--- src/rtl/mw_pkg.sv ---
package mw_pkg;
    typedef enum logic [2:0] {
        ST_IDLE,
        ST_OPC,
        ST_ADDR,
        ST_TAIL,
        ST_WDATA,
        ST_RDATA,
        ST_HOLD
    } mw_state_e;

    localparam logic [1:0] OPC_SPECIAL = 2'b00;
    localparam logic [1:0] OPC_WRITE   = 2'b01;
    localparam logic [1:0] OPC_READ    = 2'b10;

    localparam logic [1:0] SP_DISABLE  = 2'b00;
    localparam logic [1:0] SP_ERASEALL = 2'b10;
    localparam logic [1:0] SP_ENABLE   = 2'b11;
endpackage

--- src/rtl/mw_pin_sample.sv ---
module mw_pin_sample (
    input  logic clk,
    input  logic rst_n,
    input  logic cs_i,
    input  logic sk_i,
    input  logic di_i,
    output logic cs_s,
    output logic di_s,
    output logic sk_rise
);
    logic sk_q;
    logic sk_d;

    always_ff @(posedge clk) begin
        if (!rst_n) begin
            cs_s <= 1'b0;
            di_s <= 1'b0;
            sk_q <= 1'b0;
            sk_d <= 1'b0;
        end else begin
            cs_s <= cs_i;
            di_s <= di_i;
            sk_q <= sk_i;
            sk_d <= sk_q;
        end
    end

    assign sk_rise = sk_q & ~sk_d;
endmodule

--- src/rtl/mw_store.sv ---
module mw_store #(
    parameter int AW = 7,
    parameter int DW = 8
) (
    input  logic          clk,
    input  logic          rst_n,
    input  logic          we,
    input  logic [AW-1:0] waddr,
    input  logic [DW-1:0] wdata,
    input  logic          erase,
    input  logic [AW-1:0] raddr,
    output logic [DW-1:0] rdata
);
    localparam int DEPTH = 1 << AW;

    logic [DW-1:0] mem_q [DEPTH];

    always_ff @(posedge clk) begin
        if (!rst_n || erase) begin
            for (int i = 0; i < DEPTH; i++) mem_q[i] <= '1;
        end else if (we) begin
            mem_q[waddr] <= wdata;
        end
    end

    assign rdata = mem_q[raddr];
endmodule

--- src/rtl/mw_prog_timer.sv ---
module mw_prog_timer #(
    parameter int CYCLES = 200
) (
    input  logic clk,
    input  logic rst_n,
    input  logic start,
    output logic busy
);
    localparam int TW = $clog2(CYCLES + 1);

    logic [TW-1:0] cnt_q;

    always_ff @(posedge clk) begin
        if (!rst_n) cnt_q <= '0;
        else if (start) cnt_q <= TW'(CYCLES);
        else if (cnt_q != '0) cnt_q <= cnt_q - 1'b1;
    end

    assign busy = (cnt_q != '0);
endmodule

--- src/rtl/mw_eeprom.sv ---
module mw_eeprom #(
    parameter int WORD16       = 0,
    parameter int SINGLE_READ  = 0,
    parameter int LONG_SPECIAL = 0,
    parameter int PROG_CYCLES  = 200
) (
    input  logic clk,
    input  logic rst_n,
    input  logic cs_i,
    input  logic sk_i,
    input  logic di_i,
    output logic do_o,
    output logic ready_o
);
    import mw_pkg::*;

    localparam int AW = (WORD16 != 0) ? 6 : 7;
    localparam int DW = (WORD16 != 0) ? 16 : 8;
    localparam int CW = $clog2(DW + 1);

    mw_state_e state_q, state_nxt;

    logic          cs_s, di_s, sk_rise, bit_edge;
    logic          busy;
    logic [CW-1:0] cnt_q;
    logic [1:0]    opc_q;
    logic [AW-1:0] addr_q, rd_addr;
    logic [DW-1:0] shreg_q, rd_data, wr_word;
    logic          wel_q, dout_q, rd_stop_q;
    logic          last_two, last_addr, last_word;
    logic          sp_fire, wr_fire, erase_fire;
    logic [1:0]    sp_code;

    mw_pin_sample u_pins (
        .clk(clk), .rst_n(rst_n), .cs_i(cs_i), .sk_i(sk_i), .di_i(di_i),
        .cs_s(cs_s), .di_s(di_s), .sk_rise(sk_rise)
    );

    mw_store #(.AW(AW), .DW(DW)) u_store (
        .clk(clk), .rst_n(rst_n), .we(wr_fire), .waddr(addr_q),
        .wdata(wr_word), .erase(erase_fire), .raddr(rd_addr), .rdata(rd_data)
    );

    mw_prog_timer #(.CYCLES(PROG_CYCLES)) u_timer (
        .clk(clk), .rst_n(rst_n), .start(wr_fire | erase_fire), .busy(busy)
    );

    assign bit_edge  = sk_rise & cs_s;
    assign last_two  = (cnt_q == CW'(1));
    assign last_addr = (cnt_q == CW'(AW - 1));
    assign last_word = (cnt_q == CW'(DW - 1));
    assign wr_word   = {shreg_q[DW-2:0], di_s};
    assign rd_addr   = (state_q == ST_ADDR) ? {addr_q[AW-2:0], di_s} : addr_q + 1'b1;

    // command execution strobes
    always_comb begin
        sp_code = addr_q[AW-1:AW-2];
        sp_fire = 1'b0;
        if (state_q == ST_ADDR) begin
            sp_code = addr_q[AW-2:AW-3];
            sp_fire = bit_edge && last_addr && (opc_q == OPC_SPECIAL) && (LONG_SPECIAL == 0);
        end else if (state_q == ST_TAIL) begin
            sp_fire = bit_edge && last_two;
        end
        wr_fire    = (state_q == ST_WDATA) && bit_edge && last_word && wel_q;
        erase_fire = sp_fire && (sp_code == SP_ERASEALL) && wel_q;
    end

    // next-state logic
    always_comb begin
        state_nxt = state_q;
        unique case (state_q)
            ST_IDLE:  if (bit_edge && di_s && !busy) state_nxt = ST_OPC;
            ST_OPC:   if (bit_edge && last_two) state_nxt = ST_ADDR;
            ST_ADDR:  if (bit_edge && last_addr) begin
                          if (opc_q == OPC_READ)       state_nxt = ST_RDATA;
                          else if (opc_q == OPC_WRITE) state_nxt = ST_WDATA;
                          else if (opc_q == OPC_SPECIAL && LONG_SPECIAL != 0) state_nxt = ST_TAIL;
                          else                         state_nxt = ST_HOLD;
                      end
            ST_TAIL:  if (bit_edge && last_two) state_nxt = ST_HOLD;
            ST_WDATA: if (bit_edge && last_word) state_nxt = ST_HOLD;
            ST_RDATA: state_nxt = ST_RDATA;
            ST_HOLD:  state_nxt = ST_HOLD;
            default:  state_nxt = ST_IDLE;
        endcase
        if (!cs_s) state_nxt = ST_IDLE;
    end

    // state register
    always_ff @(posedge clk) begin
        if (!rst_n) state_q <= ST_IDLE;
        else        state_q <= state_nxt;
    end

    // datapath and output registers
    always_ff @(posedge clk) begin
        if (!rst_n) begin
            cnt_q     <= '0;
            opc_q     <= '0;
            addr_q    <= '0;
            shreg_q   <= '0;
            wel_q     <= 1'b0;
            dout_q    <= 1'b0;
            rd_stop_q <= 1'b0;
        end else begin
            if (!cs_s) begin
                cnt_q <= '0;
            end else if (bit_edge) begin
                if (state_nxt != state_q || (state_q == ST_RDATA && last_word)) cnt_q <= '0;
                else cnt_q <= cnt_q + 1'b1;
            end

            if (sp_fire && sp_code == SP_ENABLE)  wel_q <= 1'b1;
            if (sp_fire && sp_code == SP_DISABLE) wel_q <= 1'b0;

            if (bit_edge) begin
                case (state_q)
                    ST_OPC:   opc_q <= {opc_q[0], di_s};
                    ST_ADDR: begin
                        addr_q <= {addr_q[AW-2:0], di_s};
                        if (last_addr && opc_q == OPC_READ) begin
                            dout_q    <= 1'b0;
                            shreg_q   <= rd_data;
                            rd_stop_q <= 1'b0;
                        end
                    end
                    ST_WDATA: shreg_q <= wr_word;
                    ST_RDATA: begin
                        if (rd_stop_q) begin
                            dout_q <= 1'b0;
                        end else begin
                            dout_q  <= shreg_q[DW-1];
                            shreg_q <= shreg_q << 1;
                            if (last_word) begin
                                if (SINGLE_READ != 0) begin
                                    rd_stop_q <= 1'b1;
                                end else begin
                                    addr_q  <= addr_q + 1'b1;
                                    shreg_q <= rd_data;
                                end
                            end
                        end
                    end
                    default: ;
                endcase
            end
        end
    end

    // pin outputs
    always_comb begin
        do_o = 1'b0;
        if (cs_s) begin
            if (state_q == ST_RDATA)     do_o = dout_q;
            else if (state_q == ST_IDLE) do_o = ~busy;
        end
        ready_o = ~busy;
    end
endmodule

--- config.mk ---
export PLATFORM = sky130hd
export DESIGN_NAME = mw_eeprom
export DESIGN_NICKNAME = d
export VERILOG_FILES = /design/src/rtl/mw_pkg.sv /design/src/rtl/mw_pin_sample.sv /design/src/rtl/mw_store.sv /design/src/rtl/mw_prog_timer.sv /design/src/rtl/mw_eeprom.sv
export SDC_FILE = /design/constraint.sdc
export NUM_CORES = 2
export LEC_CHECK = 0
export ABC_AREA = 1
export BUFFER_PORTS_ARGS = -buffer_cell sky130_fd_sc_hd__buf_2
export CAP_MARGIN = 25
export CORE_MARGIN = 8
export CORE_UTILIZATION = 40
export DETAILED_ROUTE_END_ITERATION = 16
export SYNTH_ARGS = -nofsm -noshare
export SYNTH_HDL_FRONTEND = slang
export SYNTH_HIERARCHICAL = 1
export SYNTH_SLANG_ARGS = --single-unit
--- constraint.sdc ---
create_clock -name clk -period 3.96 [get_ports clk]
set_input_delay 0.198 -clock clk [delete_from_list [all_inputs] [get_ports clk]]
set_output_delay 0.198 -clock clk [all_outputs]
set_load 0.05 [all_outputs]
# ---- Yosys cells after proc, flatten, opt, wreduce, memory -nomap -nowiden
# Memories as Yosys holds them, arrays and structs flattened.
# Index checks and enable logic that the tools add are counted.
# Widths: inputs -> output; s select.
dict set report word_totals {
  regBits 38
  mem_bits_rw 1024
  in_bits 5
  n_memories 1
}
dict set report op_classes {
  n_addsub 3
  n_eq_ne 16
  muxes 34
  n_bitwise 6
  reduce_logical 34
}
# name depth width rd rd_ports_with_merged_regs write_ports line_no
set memory_table {}
lappend memory_table {u_store.mem_q 128 8 1 0 128 mw_store.sv:16} ;# logic [DW-1:0] mem_q [DEPTH];
# op n
set ops {}
lappend ops {{$mux 8} 5}
lappend ops {{$pmux 8 s3} 1}
lappend ops {{$mux 7} 3}
lappend ops {{$pmux 3 s7} 1}
lappend ops {{$mux 3} 6}
lappend ops {{$logic_and 1x1->1} 15}
lappend ops {{$pmux 7 s2} 1}
lappend ops {{$mux 1} 12}
lappend ops {{$eq 3x3->1 const B} 3}
lappend ops {{$reduce_and 3->1} 3}
lappend ops {{$eq 4x3->1 const B} 2}
lappend ops {{$reduce_bool 8->1} 1}
lappend ops {{$reduce_or 8->1} 1}
lappend ops {{$sub 8x1->8 const B} 1}
lappend ops {{$add 7x1->7 const B} 1}
lappend ops {{$eq 2x2->1 const B} 3}
lappend ops {{$eq 3x2->1 const B} 2}
lappend ops {{$mux 2} 3}
lappend ops {{$add 4x1->4 const B} 1}
lappend ops {{$eq 4x1->1 const B} 1}
lappend ops {{$logic_not 2->1} 2}
lappend ops {{$mux 4} 1}
lappend ops {{$reduce_and 2->1} 2}
lappend ops {{$reduce_bool 2->1} 2}
lappend ops {{14 further kinds} 20}

# ---- Depth between registers and ports, before layout
dict set report logic_depth {
  depth_word 13
  mapped_depth 22
  depth_no_buf 17
}

# ---- By module
# The synthesis kept the hierarchy.
# mod instances cells_each area_per_inst_um2 seq_area_each_um2
set modules_own_cells {}
lappend modules_own_cells {mw_store 1 4897 48192.5 30749.5}
lappend modules_own_cells {mw_eeprom 1 244 1690.4 520.5}
lappend modules_own_cells {mw_prog_timer 1 63 470.5 160.2}
lappend modules_own_cells {mw_pin_sample 1 14 117.6 80.1}

# ---- Worst setup path before layout
# Ideal clock, no wire load.
dict set report synth_timing {
  path_kind {register to register}
  from {reg state_q[2]}
  to {mem u_store.mem_q[71][0] (enable)}
  setup_ns 0.384
  arrival_ns 2.496
  path_slack_ns 1.080
  path_stages_with_launch 16
  period_less_slack_ns 2.880
  cell_sequence {dfxtp_1 buf_4 inv_2 nand3_4 inv_4 nand2_1 o21ai_0 inv_1 nand2_1 nor2_1 nor2_1 nand2_1 inv_2 nand4_1 buf_2 o21ai_0}
}
# item line_no
set synth_lines {}
lappend synth_lines {{start, declared} mw_eeprom.sv:21} ;# mw_state_e state_q, state_nxt;
lappend synth_lines {{start signal, assigned} mw_eeprom.sv:93} ;# else state_q <= state_nxt;
lappend synth_lines {{end, declared} mw_store.sv:16}

# ---- Worst setup path in the final report
dict set report layout_timing {
  from {reg state_q[0]}
  to {reg shreg_q[1]}
}
dict set report layout_via {
  elab_chain_cells 5
}
# item line_no
set layout_rtl {}
lappend layout_rtl {{$eq 3x2->1 (*)} mw_eeprom.sv:53} ;# assign rd_addr = (state_q == ST_ADDR) ? {addr_q[AW-2:0], di_s} : addr_q + 1'b1;
lappend layout_rtl {{$mux 7 (*)} mw_eeprom.sv:53}
lappend layout_rtl {{net rd_addr[0]} mw_eeprom.sv:27} ;# logic [AW-1:0] addr_q, rd_addr;
lappend layout_rtl {{$mem_v2 128x8 (*)} --}
lappend layout_rtl {{net rd_data[1]} mw_eeprom.sv:28} ;# logic [DW-1:0] shreg_q, rd_data, wr_word;
lappend layout_rtl {{$mux 8 (on tied branches)} {mw_eeprom.sv:135, mw_eeprom.sv:122}}
lappend layout_rtl {{$pmux 8 s3 (*)} mw_eeprom.sv:118} ;# case (state_q)
lappend layout_rtl {{end signal, assigned} mw_eeprom.sv:124} ;# shreg_q <= rd_data;
lappend layout_rtl {{end signal, assigned} mw_eeprom.sv:134} ;# shreg_q <= shreg_q << 1;
lappend layout_rtl {{end signal, assigned} mw_eeprom.sv:140} ;# shreg_q <= rd_data;
lappend layout_rtl {{end, declared} mw_eeprom.sv:28}
# Mark *: on every way through the listed nets, which the timed path passes. The rest lies on a longest branch. The select of a mux whose other input is x is not followed.
# A chain may end at the register's enable or synchronous reset.

==> out/metrics.yaml <==
status: "finished clean"
final_period_minus_worst_setup_slack_ns: 3.50
worst_hold_path_type: "in2reg"
dieWidth_microns: 371
cp_slowest_cell: "dfxtp_1"
tns_ns: 0
cell_area_after_synthesis_sq_mm: 0.0505
numCtsBuffers: 112
grt_setup_unrepaired: "no"
antenna-diode-count: 0
number_of_flops_mapped_to_enable_cells_by_yosys: 1024
critical_path.cell_chain: "inv_2, nand3_4, buf_4, nand2_1, o21ai_4, buf_12, buf_12, nand2_1, nand3_1, nand3_1, nand3_1, nand2_1, nand2_1, nand3_1, nand2_1, nand2_1, nand2_1, nand2_1, a31oi_1"
crit_path_max_fanout: 82
num-nets-final: 5150
place_ws_ns: 0.540
area_of_the_die_sq_mm: 0.138
timing.setup.critical_path_class: "reg2reg"
drcViolationCount: 0
grt_overflow: 0
dieHeight_microns: 371
power.share.clock_pct: 41.9
internal_power_w: 0.0190
avgViaCountPerCell: 5.44
drt_wl_total_microns: 144000
power.share.sequential_pct: 53.5
yosys-top-cells-area: "edfxtp_1, nand2_1, nand3_1, nor2_4, buf_6"
grt_pass1_wl_microns: 218000
cp.arrival_ns: 4.12
initialDrtViolationCount: 3595
cts_hold_repair.buffers: 3
clock_tree.buffer_depth: 3
post_synth_most_frequent_cells: "nand2_1, edfxtp_1, nand3_1, clkbuf_1, o21ai_0"
design.portCount: 7
p_per_area_mw_per_mm2: 437
post_route_cells_drive_above_1_share_pct: 10.3
clock_h_tree_levels: 3
root_buffer_cell: "clkbuf_16"
postCtsSetupRepairBufs: 0
grt_start_max_net_pins: 129
syn_nets: 5231
power.net_switching_w: 0.00533
final.hold.worst_slack_ns: 0.0506
drt.antenna.violating_nets: 0
crit_path_start_kind: "register"
synth_most_common_cell: "nand2_1"
seq_area_frac_synth_pct: 62.4
vdd_drop_max_mv: 0.448
critPathMostFrequentCell: "nand2_1"
drt_first_pass_iters: 6
dp_hpwl_microns: 86200
timing_hold_violations_final: 0
worst_setup_hold_path_clk_slew_ns: 0.06
worst_slack_ns: 0.464
syn-mean-instance-area_sq_um: 9.67
grt_usage_pct: 20.4
timing_max_transition_violations_final: 0
netlist-cell-type-count: 43
tritoncts: "done"
worst-slew-pin-transition_ns: 1.08
combinationalPowerShare_pct: 4.6
slew_headroom_pct: 26.9
synth_async_sr_flop_share_pct: 0
post-synth-top-area-cell: "edfxtp_1"
area_delta_synth_final_pct: 10.6
port_buffers: 6
crit_path_end_kind: "register"
final_core_utilization_pct: 44.5
dr_vias: 37400
max_freq_mhz: 286
antenna_found_initial: 0
worst_path_largest_cell_delay_ns: 0.43
cts.sink_count: 1062
first_global_vias: 35700
power_switching_share_pct: 21.9
yosys_warnings: 6
post_cts_resized: 0
yosysTopAreaCellShare_pct: 60.9
worst_skew_pair.late_latency_ns: 0.71
start_util_pct: 40.2
cap_violations: 0
total_leakage_power_nw: 19.1
placementRows: 130
cells_after_synth: 5218
postSynthRegisterBits: 1062
routedWlPerCell_microns: 20.9
setup_viol: 0
place_congestion: 0.896
skew_ns: 0.0212
timing.final.crit_share_pct: 88.3
core-area_sq_mm: 0.125
postSynth.topFlopCell: "edfxtp_1"
wp_data_required_ns: 4.58
## critical path, delay by kind of cell (launching register included)
kind | cells | cell delay [ns]
and+or+nand+nor | 13 | 1.54
AOI/OAI and AO/OA | 2 | 0.33
buffers and inverters | 4 | 1.07
DFF | 1 | 0.43
## power by group through the flow
stage | logic, W | clock network [W] | registers [W]
final | 0.00113 | 0.0102 | 0.0130
after detailed placement | 0.00110 | 0 | 0.0133
after floorplan | 0.000761 | 0 | 0.0132
after CTS | 0.00110 | 0.0104 | 0.0130
after global routing | 0.00124 | 0.0108 | 0.0131
after global placement | 0.00107 | 0 | 0.0133
## metrics by stage
step           area [sq um]  instances  power [W]
6_report              55800       6879     0.0244
2_1_floorplan         50500       5218     0.0140
4_1_cts               55600       6841     0.0245
5_1_grt               55800       6879     0.0251
3_5_place_dp          52000       6632     0.0144
3_3_place_gp          51800       6607     0.0143
## sequential cells by signal, summed over array words and instances (netlist names)
register and flops:
u_store/mem_q 1024, shreg_q 8, u_timer/cnt_q 8, addr_q 7, cnt_q 4, state_q 3
opc_q 2, dout_q 1, u_pins/cs_s 1, u_pins/di_s 1, u_pins/sk_d 1, u_pins/sk_q 1
wel_q 1
## placed cells by master, fill, tap and decap left out, types with 2 or more instances in the layout
cell type / count
nor3_1: 6
edfxtp_1: 1024
clkbuf_2: 6
clkinv_1: 19
o21ai_4: 4
inv_16: 2
nand4_1: 9
xor2_1: 8
buf_12: 36
inv_2: 26
o21ai_0: 140
nand2_2: 2
clkbuf_16: 115
dfxtp_1: 38
clkbuf_8: 12
nor2_4: 108
clkinv_8: 3
nand3_1: 942
clkinv_2: 17
nand3_2: 5
ha_1: 8
buf_2: 49
o21ai_1: 17
a21oi_1: 22
dlygate4sd3_1: 3
buf_4: 96
inv_6: 9
nor4_1: 3
nor2_2: 16
inv_1: 57
inv_4: 3
bufinv_16: 5
o21ai_2: 2
nand2_1: 2290
clkbuf_1: 31
clkbuf_4: 10
nor2_1: 61
a31oi_1: 7
## area by class of cell
cell class | instances | area [sq um]
timing repair buffer | 201 | 1850
fill | 11800 | 69600
tap | 1650 | 2060
inverter | 95 | 425
sequential | 1062 | 31500
clock inverter | 48 | 398
multi-input combinational | 3665 | 16400
clock buffer | 158 | 3160
## cells by family (layout without fill, tap and decap cells)
| logic type | after synthesis | in the layout | share of synthesized area, % |
|---|---|---|---|
| compound gates | 200 | 200 | 2.12 |
| xor+xnor | 9 | 9 | 0.156 |
| fa+ha+maj | 8 | 8 | 0.198 |
| buf+inv | 491 | 502 | 5.20 |
| flops | 1062 | 1062 | 62.4 |
| simple gates | 3448 | 3448 | 29.9 |
## final timing paths
| kind | depth (start not counted) | to | slack (ns) | start |
|---|---|---|---|---|
| setup / recovery | 19 | shreg_q[1] | 0.46 | state_q[0] |
| hold / removal | 4 | u_timer/cnt_q[6] | 0.05 | rst_n |
| setup reg to reg | 19 | shreg_q[1] | 0.46 | state_q[0] |
| hold reg to reg | 2 | u_pins/sk_d | 0.42 | u_pins/sk_q |
## routing by layer
layer | GRT usage (%) | vias to the layer above | wire length, microns
li1 | - | 17400 | -
met1 | 27.6 | 18200 | 59300
met4 | 6.93 | 0 | 4670
met2 | 33.9 | 1532 | 68900
met3 | 2.70 | 244 | 11100
met5 | 0 | - | 0
Note: power is estimated with default switching activity, not from simulation.
